$ cat config.mk
export PLATFORM = sky130hd
export DESIGN_NAME = bus_req_guard
export DESIGN_NICKNAME = d
export VERILOG_FILES = /design/src/rtl/bus_req_guard.sv
export SDC_FILE = /design/constraint.sdc
export NUM_CORES = 1
export LEC_CHECK = 0
export CORE_UTILIZATION = 33
export DETAILED_ROUTE_END_ITERATION = 10
export PLACE_DENSITY = 0.92
export SETUP_SLACK_MARGIN = 0.1
export SYNTH_ARGS = -nofsm -noshare
export SYNTH_HDL_FRONTEND = slang
export SYNTH_SLANG_ARGS = --single-unit
$ cat constraint.sdc
create_clock -name clk_i -period 2.9 [get_ports clk_i]
set_clock_uncertainty 0.15 [all_clocks]
set_input_delay 0.58 -clock clk_i [delete_from_list [all_inputs] [get_ports clk_i]]
set_output_delay 0.58 -clock clk_i [all_outputs]
set_load 0.03 [all_outputs]
$ cat src/rtl/bus_req_guard.sv
module bus_req_guard #(
  parameter int AW = 8,
  parameter int DW = 32,
  parameter int SW = 4,
  parameter int NREG = 6,
  parameter logic [2*NREG-1:0] REG_WBYTES = 12'hED3,
  localparam int NB = DW / 8,
  localparam int OFFW = $clog2(NB),
  localparam int IW = AW - OFFW
) (
  input  logic          clk_i,
  input  logic          rst_ni,
  input  logic          dev_mode_i,
  input  logic          a_valid_i,
  output logic          a_ready_o,
  input  logic [2:0]    a_opcode_i,
  input  logic [1:0]    a_size_i,
  input  logic [SW-1:0] a_source_i,
  input  logic [AW-1:0] a_address_i,
  input  logic [NB-1:0] a_mask_i,
  input  logic [DW-1:0] a_data_i,
  output logic          d_valid_o,
  input  logic          d_ready_i,
  output logic [2:0]    d_opcode_o,
  output logic [1:0]    d_size_o,
  output logic [SW-1:0] d_source_o,
  output logic          d_error_o,
  output logic [DW-1:0] d_data_o,
  output logic          reg_req_o,
  output logic          reg_we_o,
  output logic [IW-1:0] reg_idx_o,
  output logic [NB-1:0] reg_be_o,
  output logic [DW-1:0] reg_wdata_o,
  input  logic [DW-1:0] reg_rdata_i
);
  localparam logic [2:0] OP_PUTF = 3'd0;
  localparam logic [2:0] OP_PUTP = 3'd1;
  localparam logic [2:0] OP_GET  = 3'd4;

  logic [OFFW-1:0] off;
  logic [IW-1:0]   idx;
  logic [NB-1:0]   win, need;
  logic [OFFW:0]   wbytes;
  logic            accept, is_wr, mapped, err;

  assign off    = a_address_i[OFFW-1:0];
  assign idx    = a_address_i[AW-1:OFFW];
  assign is_wr  = (a_opcode_i == OP_PUTF) || (a_opcode_i == OP_PUTP);
  assign mapped = int'(idx) < NREG;
  assign accept = a_valid_i && a_ready_o;
  assign a_ready_o = !d_valid_o;

  always_comb begin
    wbytes = '0;
    for (int i = 0; i < NREG; i++)
      if (int'(idx) == i)
        wbytes = (OFFW+1)'(REG_WBYTES[OFFW*i +: OFFW]) + (OFFW+1)'(1);
    for (int l = 0; l < NB; l++) begin
      win[l]  = ((l >> a_size_i) == (int'(off) >> a_size_i));
      need[l] = l < int'(wbytes);
    end
  end

  always_comb begin
    err = 1'b0;
    if (!(is_wr || a_opcode_i == OP_GET))                err = 1'b1;
    if (int'(a_size_i) > OFFW)                            err = 1'b1;
    if ((int'(off) & ((1 << a_size_i) - 1)) != 0)         err = 1'b1;
    if (|(a_mask_i & ~win))                               err = 1'b1;
    if (a_opcode_i == OP_PUTF && a_mask_i != win)         err = 1'b1;
    if (!mapped && dev_mode_i)                            err = 1'b1;
    if (is_wr && mapped && off != '0)                     err = 1'b1;
    if (is_wr && mapped && |(need & ~a_mask_i))           err = 1'b1;
  end

  assign reg_req_o   = accept && !err && mapped;
  assign reg_we_o    = is_wr;
  assign reg_idx_o   = idx;
  assign reg_be_o    = a_mask_i;
  assign reg_wdata_o = a_data_i;

  always_ff @(posedge clk_i or negedge rst_ni) begin
    if (!rst_ni) begin
      d_valid_o  <= 1'b0;
      d_opcode_o <= '0;
      d_size_o   <= '0;
      d_source_o <= '0;
      d_error_o  <= 1'b0;
      d_data_o   <= '0;
    end else if (accept) begin
      d_valid_o  <= 1'b1;
      d_opcode_o <= (a_opcode_i == OP_GET) ? 3'd1 : 3'd0;
      d_size_o   <= a_size_i;
      d_source_o <= a_source_i;
      d_error_o  <= err;
      d_data_o   <= (a_opcode_i == OP_GET && !err && mapped) ? reg_rdata_i : '0;
    end else if (d_ready_i) begin
      d_valid_o  <= 1'b0;
    end
  end


  size_err_chk: assert property (@(posedge clk_i) disable iff (!rst_ni)
    a_valid_i && a_ready_o && int'(a_size_i) > OFFW |=> d_valid_o && d_error_o);


  putfull_mask_chk: assert property (@(posedge clk_i) disable iff (!rst_ni)
    a_valid_i && a_ready_o && a_opcode_i == OP_PUTF && a_size_i == 2'(OFFW)
    && a_mask_i != '1 |=> d_error_o);


  fwd_ok_chk: assert property (@(posedge clk_i) disable iff (!rst_ni)
    reg_req_o |=> d_valid_o && !d_error_o);


  one_flight_chk: assert property (@(posedge clk_i) disable iff (!rst_ni)
    d_valid_o |-> !reg_req_o);


  hold_chk: assert property (@(posedge clk_i) disable iff (!rst_ni)
    d_valid_o && !d_ready_i |=> d_valid_o && $stable(d_data_o) && $stable(d_error_o)
    && $stable(d_opcode_o) && $stable(d_source_o) && $stable(d_size_o));


  err_zero_chk: assert property (@(posedge clk_i) disable iff (!rst_ni)
    d_valid_o && d_error_o |-> d_data_o == '0);
endmodule

==> reports/results.ini <==
[timing]
tightestPinTransition_ns = 0.8742
tns_ns = 0
fin_crit_ns = 2.819
fin_crit_sh = 0.9722
setup_viol = 0
fmax_mhz = 354.7
setup_slack_ns = 0.08051
grt_setup_unrepaired = true
final_hold_viol_count = 0
slew_headroom = 0.4172
drv_slew = 0

[synthesis]
ys.warnings.count = 0
syn_area_sq_um = 2167
synth-xor-area-share = 0
synthAdderAreaFrac = 0.02309
syn-instance-count = 251
synth_simple_gate_area_frac = 0.2027
ys_seq_area_frac = 0.4734
synth_edf_count = 0
async_flop_share = 1.000
synth.distinct_cells = 34
synth-seq-cells = 41
synth-compound-area-share = 0.1178
syn_area_per_cell_sq_um = 8.634
synthTopCellsByArea = dfrtp_1 47%, buf_4 16%, nand2_1 15%, o21ai_1 6.9%, ha_1 2.3%
synth_top_area_cell = dfrtp_1
netlist.area_leader.share = 0.4734
ys_top_cells_by_count = 84 x nand2_1, 45 x buf_4, 41 x dfrtp_1
synth_flop_cell = dfrtp_1
synth_most_common_cell = nand2_1
synthMuxAreaShare = 0
synth_top_family_by_area = simple AND/OR/NAND/NOR gates

[critical_path]
cp.arrival_ns = 2.09
critPathKind = input pin to output port
start_kind = input pin
worstSetupEndpointType = output port
rrSetupSlack_ns = 0.93
crit_path_max_fanout = 2
max_stage_delay_ns = 0.29
cp_num_buf_inv = 2
regToRegEndpoint = d_error_o
crit_path_top_delay_cell = o311a_1
crit_family = simple AND/OR/NAND/NOR gates
reg2regPathDepth = 7
required_ns = 2.17
cp_cell_sequence = buf_6, or2_4, a21oi_2, ha_1, and4_1, o311a_1, nand4_2, nor3_4, buf_12
r2r-start = d_valid_o

[floorplan]
ios = 178
die_area_sq_um = 6895
row_count = 29
die_h_microns = 83.04
initial_core_util = 0.3413
core-area_sq_um = 6350
die_w_microns = 83.04

[cts]
cts_hold_buf = 0
path_clk_slew_ns = 0.07
cts-root-buf = clkbuf_8
h-tree-depth = 2
clockBufferDepth = 2
cts_made_buffers = 5
clk_latency_ns = 0.27
clock-sinks = 41
tritoncts = yes

[route]
wl_met2_microns = 2795
drtPass1Iterations = 4
top_layer = met4
met1Wirelength_microns = 2129
routedWlPerCell_microns = 13.32
ant_nets = 0
vias = 1958
met3WireLength_microns = 356
wl_microns = 5422
initialDrtViolationCount = 39
viasPerCell = 4.811
drc = 0

[power_and_ir_drop]
p_sw_frac = 0.2716
seqPwrFrac = 0.473
p_switching_w = 0.0003475
power_per_cell_area_nw_per_um2 = 394.9
internal_power_w = 0.0009321
cellLeakagePower_nw = 1.346
power_frac_clock = 0.283
worst_ir_drop_vdd_uv = 203.8
combPwrFrac = 0.244

[finish]
drive_gt1_frac = 0.1152
final_util = 0.5103
design_area_sq_um = 3241
n_antenna_cell = 0
nNetsFinal = 424
area.growth.synth_to_final_pct = 49.54

[global_routing]
antenna_found_initial = 0
grt_pass1_vias = 1920
gr-usage-all-layers = 0.1569
grt_overflow = 0
grt_pass1_wl_microns = 8783
grt_max_degree = 42

[worst_hold_path]
holdCritPathClass = input pin to async pin

[place]
post-place-ws_ns = -0.3940
hpwl_microns = 4153
gp_congestion = 0.8244
place_area_sq_um = 3110
io_buffers = 111

[run]
cap_violations = 0

[run_status]
status = finished clean

## state kept, by name, summed over array words and instances, names as in the netlist
register    count
d_error_o       1
d_data_o       32
d_size_o        2
d_valid_o       1
d_opcode_o      1
d_source_o      4
## power groups by stage
stage               sequential, W  combinational (W)  clock [W]
finish                   0.000605           0.000312   0.000362
floorplan                0.000659           0.000177          0
global route             0.000608           0.000335   0.000398
global placement         0.000615           0.000307          0
CTS                      0.000605           0.000317   0.000380
detailed placement       0.000617           0.000313          0
## final cells by class
| type | count | area, sq um |
|---|---|---|
| timing repair buffer | 126 | 1242 |
| inverter | 3 | 11.26 |
| clock buffer | 7 | 86.33 |
| fill | 590 | 3109 |
| tap | 77 | 96.34 |
| multi-input combinational | 153 | 778.2 |
| sequential | 41 | 1026 |
## worst reg2reg max path, delay by kind of cell (launching register included)
family / cells / cell delay [ns]
AO/OA/AOI/OAI: 2 / 0.43
buffers and inverters: 3 / 0.51
flip-flops: 1 / 0.40
AND/OR/NAND/NOR: 2 / 0.37
## per-layer routing
layer / track usage / vias up
met5: 0 / -
met4: 0.07524 / 0
li1: - / 928
met2: 0.2958 / 104
met1: 0.1622 / 906
met3: 0.03579 / 20
## cell families after synthesis
family | count (synthesis)
AND/OR/NAND/NOR | 101
AO/OA/AOI/OAI | 46
adder cells (fa/ha/maj) | 4
flip-flops | 41
other | 1
buffers and inverters | 58
## through the flow
| stage | hold WS [ns] | total power (W) | std cells |
|---|---|---|---|
| 6_report | 0.2627 | 0.001280 | 407 |
| 3_5_place_dp | 0.3201 | 0.0009297 | 397 |
| 2_1_floorplan | 0.1344 | 0.0008364 | 252 |
| 3_3_place_gp | 0.3112 | 0.0009217 | 397 |
| 5_1_grt | 0.3523 | 0.001341 | 407 |
| 4_1_cts | 0.2998 | 0.001303 | 406 |
## placed cells by master, fill, tap and decap left out, types with 3 or more instances in the layout
master	netlist	layout
dfrtp_1	41	41
nand2_1	84	83
ha_1	4	4
clkdlybuf4s50_1	0	98
o21ai_0	5	5
buf_6	0	3
buf_4	45	13
o21ai_1	30	30
clkbuf_8	0	6
dlygate4sd2_1	0	5
a21oi_2	0	4
## how the worst max path moves through the flow
stage | slack [ns] | depth (start not counted) | startpoint | endpoint
2_1_floorplan | 0.11 | 8 | a_size_i[0] | reg_req_o
3_3_place_gp | -0.33 | 9 | a_size_i[0] | reg_req_o
3_5_place_dp | -0.39 | 9 | a_size_i[0] | reg_req_o
4_1_cts | 0.02 | 9 | a_address_i[0] | reg_req_o
5_1_grt | 0.02 | 9 | a_address_i[0] | reg_req_o
6_report | 0.08 | 9 | a_address_i[0] | reg_req_o
## repair_timing
action | CTS | global route
setup buffers | 2 | 1
resized for setup | 28 | 3
pin swaps | 11 | 3
setup endpoints to repair | 34 | 1
Note: power is estimated with default switching activity, not from simulation.
